## config.mk

```make
export PLATFORM = sky130hd
export DESIGN_NAME = sercfg_loader
export DESIGN_NICKNAME = d
export VERILOG_FILES = /design/src/rtl/sercfg_pkg.sv /design/src/rtl/sercfg_count.sv /design/src/rtl/sercfg_shreg.sv /design/src/rtl/sercfg_loader.sv
export SDC_FILE = /design/constraint.sdc
export NUM_CORES = 1
export LEC_CHECK = 0
export CORE_MARGIN = 2
export CORE_UTILIZATION = 55
export DETAILED_ROUTE_END_ITERATION = 8
export PLACE_DENSITY = 0.76
export REMOVE_ABC_BUFFERS = 1
export SLEW_MARGIN = 0
export SYNTH_ARGS = -nofsm -noshare
export SYNTH_HDL_FRONTEND = slang
export SYNTH_HIERARCHICAL = 1
export SYNTH_SLANG_ARGS = --single-unit
```

## constraint.sdc

```tcl
create_clock -name clk -period 8.4 [get_ports clk]
set_clock_uncertainty 0.2 [all_clocks]
set_input_delay 0.84 -clock clk [delete_from_list [all_inputs] [get_ports clk]]
set_output_delay 0.84 -clock clk [all_outputs]
set_load 0.01 [all_outputs]
```

## src/rtl/sercfg_pkg.sv

```systemverilog
package sercfg_pkg;

  typedef enum logic [2:0] {
    S_IDLE,
    S_RST,
    S_HOLD,
    S_WAITHI,
    S_NEXT,
    S_SHIFT,
    S_TAIL
  } cfg_st_e;

  typedef enum logic [1:0] {
    E_OK      = 2'd0,
    E_CRC     = 2'd1,
    E_INIT_TO = 2'd2,
    E_DONE_TO = 2'd3
  } cfg_err_e;

  // True in the cycle that completes a window of lim cycles counted from 0.
  function automatic logic at_limit(input logic [31:0] cnt, input logic [31:0] lim);
    return cnt == (lim - 32'd1);
  endfunction

  function automatic int unsigned max2(input int unsigned a, input int unsigned b);
    return (a > b) ? a : b;
  endfunction

endpackage

```

## src/rtl/sercfg_count.sv

```systemverilog
module sercfg_count #(
  parameter int unsigned W = 8
) (
  input  logic         clk,
  input  logic         rst_n,
  input  logic         clr_i,
  output logic [W-1:0] cnt_o
);

  always_ff @(posedge clk or negedge rst_n) begin
    if (!rst_n)              cnt_o <= '0;
    else if (clr_i)          cnt_o <= '0;
    else if (cnt_o != '1)    cnt_o <= cnt_o + 1'b1;
  end

endmodule

```

## src/rtl/sercfg_shreg.sv

```systemverilog
module sercfg_shreg #(
  parameter int unsigned DW = 8
) (
  input  logic          clk,
  input  logic          rst_n,
  input  logic          load_i,
  input  logic [DW-1:0] val_i,
  input  logic          shift_i,
  output logic          bit_o,
  output logic          last_o
);

  localparam int unsigned IW = (DW > 1) ? $clog2(DW) : 1;

  logic [DW-1:0] sr_q;
  logic [IW-1:0] left_q;

  always_ff @(posedge clk or negedge rst_n) begin
    if (!rst_n) begin
      sr_q   <= '0;
      left_q <= '0;
    end else if (load_i) begin
      sr_q   <= val_i;
      left_q <= IW'(DW - 1);
    end else if (shift_i) begin
      sr_q   <= {sr_q[DW-2:0], 1'b1};
      left_q <= left_q - 1'b1;
    end
  end

  assign bit_o  = sr_q[DW-1];
  assign last_o = (left_q == '0);

endmodule

```

## src/rtl/sercfg_loader.sv

```systemverilog
module sercfg_loader
  import sercfg_pkg::*;
#(
  parameter int unsigned HALF_CYC    = 2,
  parameter int unsigned TIMEOUT_CYC = 1_000_000,
  parameter int unsigned HOLD_CYC    = 100,
  parameter int unsigned CNT_W       = 24
) (
  input  logic             clk,
  input  logic             rst_n,
  input  logic             start_i,
  input  logic [CNT_W-1:0] nbytes_i,
  input  logic             in_valid_i,
  input  logic [7:0]       in_data_i,
  output logic             in_ready_o,
  output logic             prog_n_o,
  output logic             cclk_o,
  output logic             dout_o,
  input  logic             init_n_i,
  input  logic             done_i,
  output logic             abort_o,
  output logic             fin_o,
  output logic             pass_o,
  output logic [1:0]       err_o
);

  localparam int unsigned WT_MAX = max2(TIMEOUT_CYC, HOLD_CYC);
  localparam int unsigned WT_W   = $clog2(WT_MAX + 1);
  localparam int unsigned PH_W   = $clog2(HALF_CYC + 1);

  cfg_st_e          st, st_nx;
  logic             prog_q, cclk_q, fin_q, abort_q, pass_q;
  cfg_err_e         err_q, fin_code;
  logic [CNT_W-1:0] left_q;
  logic [WT_W-1:0]  wt_cnt;
  logic [PH_W-1:0]  ph_cnt;
  logic             st_chg, ph_clr, to_hit, hold_hit, ph_tick;
  logic             sr_bit, sr_last, sr_load, sr_shift;
  logic [7:0]       sr_val;
  logic             crc_seen, owed;

  // Named events, shared by the datapath and the bound checker
  logic ev_start, ev_init_seen, ev_rst_to, ev_hold_end, ev_init_clr, ev_hi_to;
  logic ev_crc, ev_take, ev_empty, ev_rise, ev_fall, ev_byte_end;
  logic ev_done_ok, ev_done_to, ev_tail_tog, ev_finish, in_tail;

  assign to_hit   = at_limit(32'(wt_cnt), TIMEOUT_CYC);
  assign hold_hit = at_limit(32'(wt_cnt), HOLD_CYC);
  assign ph_tick  = at_limit(32'(ph_cnt), HALF_CYC);

  assign crc_seen = !done_i && !init_n_i;
  assign owed     = (left_q != '0);
  assign in_tail  = (st == S_TAIL);

  assign ev_start     = (st == S_IDLE) && start_i;
  assign ev_init_seen = (st == S_RST) && !init_n_i;
  assign ev_rst_to    = (st == S_RST) && init_n_i && to_hit;
  assign ev_hold_end  = (st == S_HOLD) && hold_hit;
  assign ev_init_clr  = (st == S_WAITHI) && init_n_i;
  assign ev_hi_to     = (st == S_WAITHI) && !init_n_i && to_hit;
  assign ev_crc       = (st == S_NEXT) && owed && crc_seen;
  assign in_ready_o   = (st == S_NEXT) && owed && !crc_seen;
  assign ev_take      = in_ready_o && in_valid_i;
  assign ev_empty     = (st == S_NEXT) && !owed;
  assign ev_rise      = (st == S_SHIFT) && ph_tick && !cclk_q;
  assign ev_fall      = (st == S_SHIFT) && ph_tick && cclk_q && !sr_last;
  assign ev_byte_end  = (st == S_SHIFT) && ph_tick && cclk_q && sr_last;
  assign ev_done_ok   = in_tail && done_i;
  assign ev_done_to   = in_tail && !done_i && to_hit;
  assign ev_tail_tog  = in_tail && !done_i && !to_hit && ph_tick;
  assign ev_finish    = ev_rst_to || ev_hi_to || ev_crc || ev_done_ok || ev_done_to;

  always_comb begin
    if (ev_crc)                      fin_code = E_CRC;
    else if (ev_rst_to || ev_hi_to)  fin_code = E_INIT_TO;
    else if (ev_done_to)             fin_code = E_DONE_TO;
    else                             fin_code = E_OK;
  end

  always_comb begin
    st_nx = st;
    unique case (st)
      S_IDLE:   if (ev_start)     st_nx = S_RST;
      S_RST:    if (ev_init_seen) st_nx = S_HOLD;
      S_HOLD:   if (ev_hold_end)  st_nx = S_WAITHI;
      S_WAITHI: if (ev_init_clr)  st_nx = S_NEXT;
      S_NEXT: begin
        if (ev_empty)     st_nx = S_TAIL;
        else if (ev_take) st_nx = S_SHIFT;
      end
      S_SHIFT:  if (ev_byte_end)  st_nx = S_NEXT;
      default: ;
    endcase
    if (ev_finish) st_nx = S_IDLE;
  end

  assign st_chg = (st_nx != st);
  assign ph_clr = ph_tick || st_chg;

  sercfg_count #(.W(WT_W)) u_wait (
    .clk(clk), .rst_n(rst_n), .clr_i(st_chg), .cnt_o(wt_cnt)
  );

  sercfg_count #(.W(PH_W)) u_half (
    .clk(clk), .rst_n(rst_n), .clr_i(ph_clr), .cnt_o(ph_cnt)
  );

  assign sr_load  = ev_take || ev_empty || ev_finish;
  assign sr_val   = ev_take ? in_data_i : (ev_empty ? 8'hFF : 8'h00);
  assign sr_shift = ev_fall;

  sercfg_shreg #(.DW(8)) u_sr (
    .clk(clk), .rst_n(rst_n), .load_i(sr_load), .val_i(sr_val),
    .shift_i(sr_shift), .bit_o(sr_bit), .last_o(sr_last)
  );

  always_ff @(posedge clk or negedge rst_n) begin
    if (!rst_n) begin
      st      <= S_IDLE;
      prog_q  <= 1'b0;
      cclk_q  <= 1'b0;
      left_q  <= '0;
      fin_q   <= 1'b0;
      abort_q <= 1'b0;
      pass_q  <= 1'b0;
      err_q   <= E_OK;
    end else begin
      st      <= st_nx;
      fin_q   <= ev_finish;
      abort_q <= ev_rst_to || ev_hi_to || ev_crc;
      if (ev_start) begin
        prog_q <= 1'b1;
        left_q <= nbytes_i;
        pass_q <= 1'b0;
        err_q  <= E_OK;
      end
      if (ev_hold_end) prog_q <= 1'b0;
      if (ev_take) begin
        left_q <= left_q - 1'b1;
        cclk_q <= 1'b0;
      end
      if (ev_rise)     cclk_q <= 1'b1;
      if (ev_fall)     cclk_q <= 1'b0;
      if (ev_tail_tog) cclk_q <= ~cclk_q;
      if (ev_finish) begin
        prog_q <= 1'b0;
        cclk_q <= 1'b0;
        pass_q <= ev_done_ok;
        err_q  <= fin_code;
      end
    end
  end

  assign prog_n_o = ~prog_q;
  assign cclk_o   = cclk_q;
  assign dout_o   = sr_bit;
  assign fin_o    = fin_q;
  assign abort_o  = abort_q;
  assign pass_o   = pass_q;
  assign err_o    = err_q;

endmodule

```

## Word level (Yosys, flattened, before mapping)

Index checks and enable logic that the tools add are counted.

| cells by class | value |
|---|---|
| $add $sub $neg | 4 |
| reductions and logical operators | 48 |
| multiplexer cells | 36 |
| bitwise logic cells | 2 |
| equality and inequality tests | 12 |

Operator list:

| cell | number |
|---|---|
| 24-bit two-way mux | 2 |
| 20-bit two-way mux | 2 |
| 8-bit two-way mux | 4 |
| 3-bit two-way mux | 10 |
| 1-bit logical AND | 24 |
| 24-bit nonzero test | 1 |
| 24-bit by 1-bit subtractor with 24-bit output, second input constant | 1 |
| 20-bit by 1-bit adder with 20-bit output, second input constant | 1 |
| 20-bit == test, second input constant | 1 |
| 20-bit by 7-bit == test with 1-bit output, second input constant | 1 |
| 20-bit != test, second input constant | 1 |
| 3-bit one-hot mux with 6 select lines | 1 |
| 2-bit two-way mux | 7 |
| 1-bit two-way mux | 10 |
| 2-bit nonzero test | 5 |
| 3-bit == test, second input constant | 3 |
| 1-bit logical NOT | 7 |
| 1-bit logical OR | 7 |
| 3-bit by 2-bit == test with 1-bit output, second input constant | 2 |
| 3-bit logical NOT | 2 |
| 5-bit nonzero test | 1 |
| 3-bit by 1-bit == test with 1-bit output, second input constant | 1 |
| 3-bit != test | 1 |
| 3-bit nonzero test | 1 |
| other kinds (5) | 6 |

| storage, ports and cells | value |
|---|---|
| word-level logic and storage cells | 114 |
| bits in registers | 67 |
| output and inout port bits | 9 |
| input port bits | 38 |

## Logic depth before layout (Yosys ltp)

| logic depth | value |
|---|---|
| word-level depth | 12 |
| mapped depth | 13 |

## By module

Netlist, hierarchy kept.

By module, submodules not included:

| module | area an instance (µm²) | sequential area each (µm²) | cells each | times used |
|---|---|---|---|---|
| sercfg_loader | 2207.1 | 850.8 | 280 | 1 |
| sercfg_count (u_wait) | 1183.6 | 500.5 | 129 | 1 |
| sercfg_shreg | 548.0 | 275.3 | 51 | 1 |
| sercfg_count (u_half) | 88.8 | 50.0 | 7 | 1 |

## Worst setup path after synthesis

Ideal clock, no wire load.

| path | value |
|---|---|
| path type | reg2reg |
| from | reg u_wait.cnt_o[8] |
| to | reg u_wait.cnt_o[16] |
| library setup time | 0.132 ns |
| cell stages (with the launch flop) | 11 |
| data required time | 8.068 ns |
| period minus slack after synthesis | 3.474 ns |
| path slack | 4.926 ns |
| arrival time | 3.142 ns |
| cell sequence | dfrtp_1 or4_1 or4_1 nor4_2 o21ai_0 nand2_1 a211oi_1 nand2_1 clkbuf_1 clkbuf_1 nor2_1 |

| on the way | value |
|---|---|
| longest elaborated chain between the ends | 9 |
| elaborated cells between the ends (all ways) | 19 |

RTL lines:

| what | line | text |
|---|---|---|
| from (decl) | sercfg_count.sv:7 | `output logic [W-1:0] cnt_o` |
| from (signal assigned) | sercfg_count.sv:13 | `else if (cnt_o != '1) cnt_o <= cnt_o + 1'b1;` |
| 20-bit == test (*) | sercfg_pkg.sv:22 | `return cnt == (lim - 32'd1);` |
| 1-bit logical AND, on equally long branches | sercfg_loader.sv:57, sercfg_loader.sv:60 |  |
| 1-bit logical OR (3 in a row) | sercfg_loader.sv:71 | `assign ev_finish = ev_rst_to \|\| ev_hi_to \|\| ev_crc \|\| ev_done_ok \|\| ev_done_to;` |
| 1-bit logical OR (*) | sercfg_loader.sv:71 |  |
| named net ev_finish | sercfg_loader.sv:45 | `logic ev_done_ok, ev_done_to, ev_tail_tog, ev_finish, in_tail;` |
| 3-bit two-way mux (*) | sercfg_loader.sv:94 | `if (ev_finish) st_nx = S_IDLE;` |
| 3-bit != test (*) | sercfg_loader.sv:97 | `assign st_chg = (st_nx != st);` |
| named net st_chg | sercfg_loader.sv:37 | `logic st_chg, ph_clr, to_hit, hold_hit, ph_tick;` |
| 20-bit two-way mux / 2-bit nonzero test (equally long branches) | - |  |

The timed path passes the listed nets; every way through them passes the cells marked *. The select of a mux whose other input is x is not followed.
A chain may end at the register's enable or synchronous reset.

==> results.md <==
| Metric | Value | Unit |
| --- | --- | --- |
| Accumulated negative setup slack | 0 | ps |
| Result of the run | finished clean | - |
| DR vias/cell | 6.080 | - |
| Total number of vias | 3709 | - |
| Routed Antenna Nets | 0 | - |
| Drt first pass iters | 5 | - |
| Clock tree from TritonCTS | done | - |
| Period Utilization, post-route | 51.96 | % |
| First DRT Iteration DRCs | 331 | - |
| Gate count after technology mapping | 467 | - |
| Leakage power of the design | 1.954 | nW |
| Endpoint class of the critical path | flip-flop | - |
| Critical path fanouts, max | 27 | - |
| Number of ports placed on the die boundary | 47 | - |
| Die footprint | 0.008024 | mm^2 |
| Wire per inst | 15.90 | um |
| Leading cell types in the layout, fill and taps excluded | nand2_1 (68), dfrtp_1 (67), nor2_1 (46) | - |
| Global Route Usage Sum | 25.54 | % |
| Die Y-Extent | 89.58 | um |
| Setup slack on the worst flop-to-flop path | 4040 | ps |
| Maximum ir drop on the vdd rail | 0.0001301 | V |
| Standard cell core area | 0.007176 | mm^2 |
| Worst max-slew margin expressed relative to the limit | 34.56 | % |
| Post-Synthesis Cell Area | 0.004028 | mm^2 |
| Most common library cell in the layout ignoring fill and taps | nand2_1 | - |
| Data required time at the worst endpoint | 8430 | ps |
| Sequential-to-total area share from yosys stat | 41.63 | % |
| Gp weighted congestion | 0.9447 | - |
| Fraction of layout cells with a size suffix above 1 | 8.806 | % |
| Hold buffer count at cts | 0 | - |
| CTS Sinks | 67 | - |
| Num rows | 31 | - |
| Post-Syn Area per Cell | 8.624 | um^2 |
| Category of the worst setup path launch point | flip-flop | - |
| Hold Path Class | reg -> reg | - |
| Antenna Cells | 0 | - |
| Final-report hold violation count | 0 | - |
| Unique cell type count in the Yosys netlist | 62 | - |
| Root buffer selected by CTS | clkbuf_8 | - |
| Clk slew on worst S/H paths | 70 | ps |
| Count of port buffers added during placement | 46 | - |
| Post-CTS setup buffer count | 0 | - |
| Portion of total power attributed to the clock network | 21.6 | % |
| Power density relative to cell area | 270.1 | mW/mm^2 |
| Top_reg_cell synth | dfrtp_1 | - |
| Switch Pwr | 0.0005192 | W |
| Share of flip-flops with an asynchronous set or reset after synthesis | 100.0 | % |
| Vias in the first global route | 3419 | - |
| Setup violations, final | 0 | - |
| H-tree depth reported by CTS | 3 | - |
| Proportion of power drawn by flip-flops and latches | 41.3 | % |
| Portion of total power attributed to combinational logic | 37.1 | % |
| Number of warning messages in the yosys log | 6 | - |
| Slack of the critical path | 4036 | ps |
| Max-slew violations | 0 | - |
| Starting density of the core | 56.13 | % |
| Count of nets after finishing | 551 | - |
| Highest clock rate | 229.1 | MHz |
| Overflow left after global routing | 0 | - |
| Cell Int Power | 0.0007618 | W |
| Clock buffers created by TritonCTS | 9 | - |
| Final worst path period need | 4364 | ps |
| Post-place setup slack | 4130 | ps |
| Remaining routing DRC violations | 0 | - |
| Flops & latches, synth | 67 | - |
| Post-synth EDFFs | 0 | - |
| Crit Path Category | reg -> reg | - |
| Cts repair resizes | 0 | - |
| Switching power as a share of total power | 40.53 | % |
| Initial antenna violation count | 0 | - |
| Insertion delay of the later-clocked pin in the worst-skew pair | 350 | ps |
| Slew of the pin with the lowest slew margin | 972.6 | ps |
| Deepest clock path buffer count | 2 | - |
| Total of max-cap violations | 0 | - |
| Wire length of the first global-routing pass | 15.98 | mm |
| Pin count of the biggest net entering global routing | 68 | - |
| Die width | 89.58 | um |
| Routed wire length | 9.702 | mm |
| Worst r2r path cells | 8 | - |
| Hold Path Cell Cnt | 1 | - |
| Area growth from synthesis to layout | 17.77 | % |
| Arrival time of the worst setup path | 4390 | ps |
| Hpwl dp | 6.475 | mm |
| Unrepaired setup endpoints after global routing | no | - |
[worst paths after layout]
kind | start | endpoint
max in group asynchronous | rst_n | u_wait/cnt_o[11]
worst min register to register | left_q[22] | left_q[22]
min in group asynchronous | rst_n | abort_o
worst max register to register | left_q[2] | u_wait/cnt_o[19]
worst max-delay path | left_q[2] | u_wait/cnt_o[19]
worst min-delay path | left_q[22] | left_q[22]
[kinds of logic after synthesis]
kind of cell | after synthesis | synth area share, %
compound gates | 106 | 17.40
xor+xnor | 2 | 0.4350
fa+ha+maj | 6 | 1.864
buf+inv | 32 | 3.448
flops | 67 | 41.63
mux | 17 | 4.443
simple gates | 237 | 30.79
[power groups by stage]
stage	logic, W	registers (W)	clock network (W)
floorplan	0.000332	0.000505	0
global placement	0.000456	0.000524	0
detailed placement	0.000469	0.000530	0
CTS	0.000475	0.000525	0.000280
global route	0.000542	0.000543	0.000294
finish	0.000476	0.000529	0.000277
[sequential cells by signal (all words and copies together) (netlist names)]
name,cells
pass_o,1
u_sr/left_q,3
left_q,24
abort_o,1
fin_o,1
st,3
u_half/cnt_o,2
cclk_o,1
err_o,2
u_sr/sr_q,8
prog_q,1
u_wait/cnt_o,20
[final cells by class]
class / instances / area [um^2]
repair buffers: 49 / 478.0
clock inverters: 4 / 50.05
well taps: 99 / 123.9
inverters: 12 / 45.04
multi-input cells: 368 / 2218
clock buffers: 11 / 151.4
fillers: 601 / 2432
flip-flops and latches: 67 / 1677
[stage by stage]
step / util, % / power (W) / instances / area, um^2 / hold slack [ps]
6_report: 66.10 / 0.001281 / 610 / 4743 / 280.2
5_1_grt: 66.10 / 0.001379 / 610 / 4743 / 318.7
4_1_cts: 66.10 / 0.001280 / 610 / 4743 / 284.7
3_3_place_gp: 63.30 / 0.0009804 / 595 / 4542 / 263.7
3_5_place_dp: 63.30 / 0.0009991 / 595 / 4542 / 267.5
2_1_floorplan: - / 0.0008371 / 447 / 3934 / 250.1
[worst max-delay path: stages, from the launching register on]
cell and delay [ps]:
dfrtp_1 440, nor4_1 860, nand2_1 220, nor3_4 430, or2_1 610, nand2_1 150, a211oi_1 360, nand2_1 550
a221oi_1 420
[synth_stat cells (4+ instances only)]
cell type   n  share of area [%]
nand4_1     9                1.4
or4_1       9                1.7
nand3b_1    4               0.75
nor2_1     46                4.3
a211oi_1    7                1.3
o31ai_1     6                1.1
nand2_1    68                6.3
inv_1      12                1.1
a21oi_1    28                3.5
ha_1        6                1.9
mux2_2      7                2.0
o21ai_2     5                1.1
nor4_1     13                2.0
or3_1       4               0.62
o311ai_0    4               0.87
nor2b_1    12                1.9
dfrtp_1    67                 42
nand3_1    21                2.6
a311oi_1    4               0.87
nor3_1     17                2.1
o211ai_1    4               0.75
nand2b_1    5               0.78
a21o_1      6                1.1
o21ai_0    20                2.5
and3_1      4               0.62
mux2i_1    10                2.5
clkbuf_1   14                1.3
[layer usage]
metal | wire [um] | part of all wire [%] | up-vias | track usage (%)
met5 | 0 | 0 | - | 0
met1 | 4539 | 47 | 1765 | 36.20
li1 | - | - | 1798 | -
met4 | 126 | 1.3 | 0 | 9.498
met2 | 4491 | 46 | 134 | 39.84
met3 | 545 | 5.6 | 12 | 3.839
No activity file was read; power rests on OpenSTA's default activity.
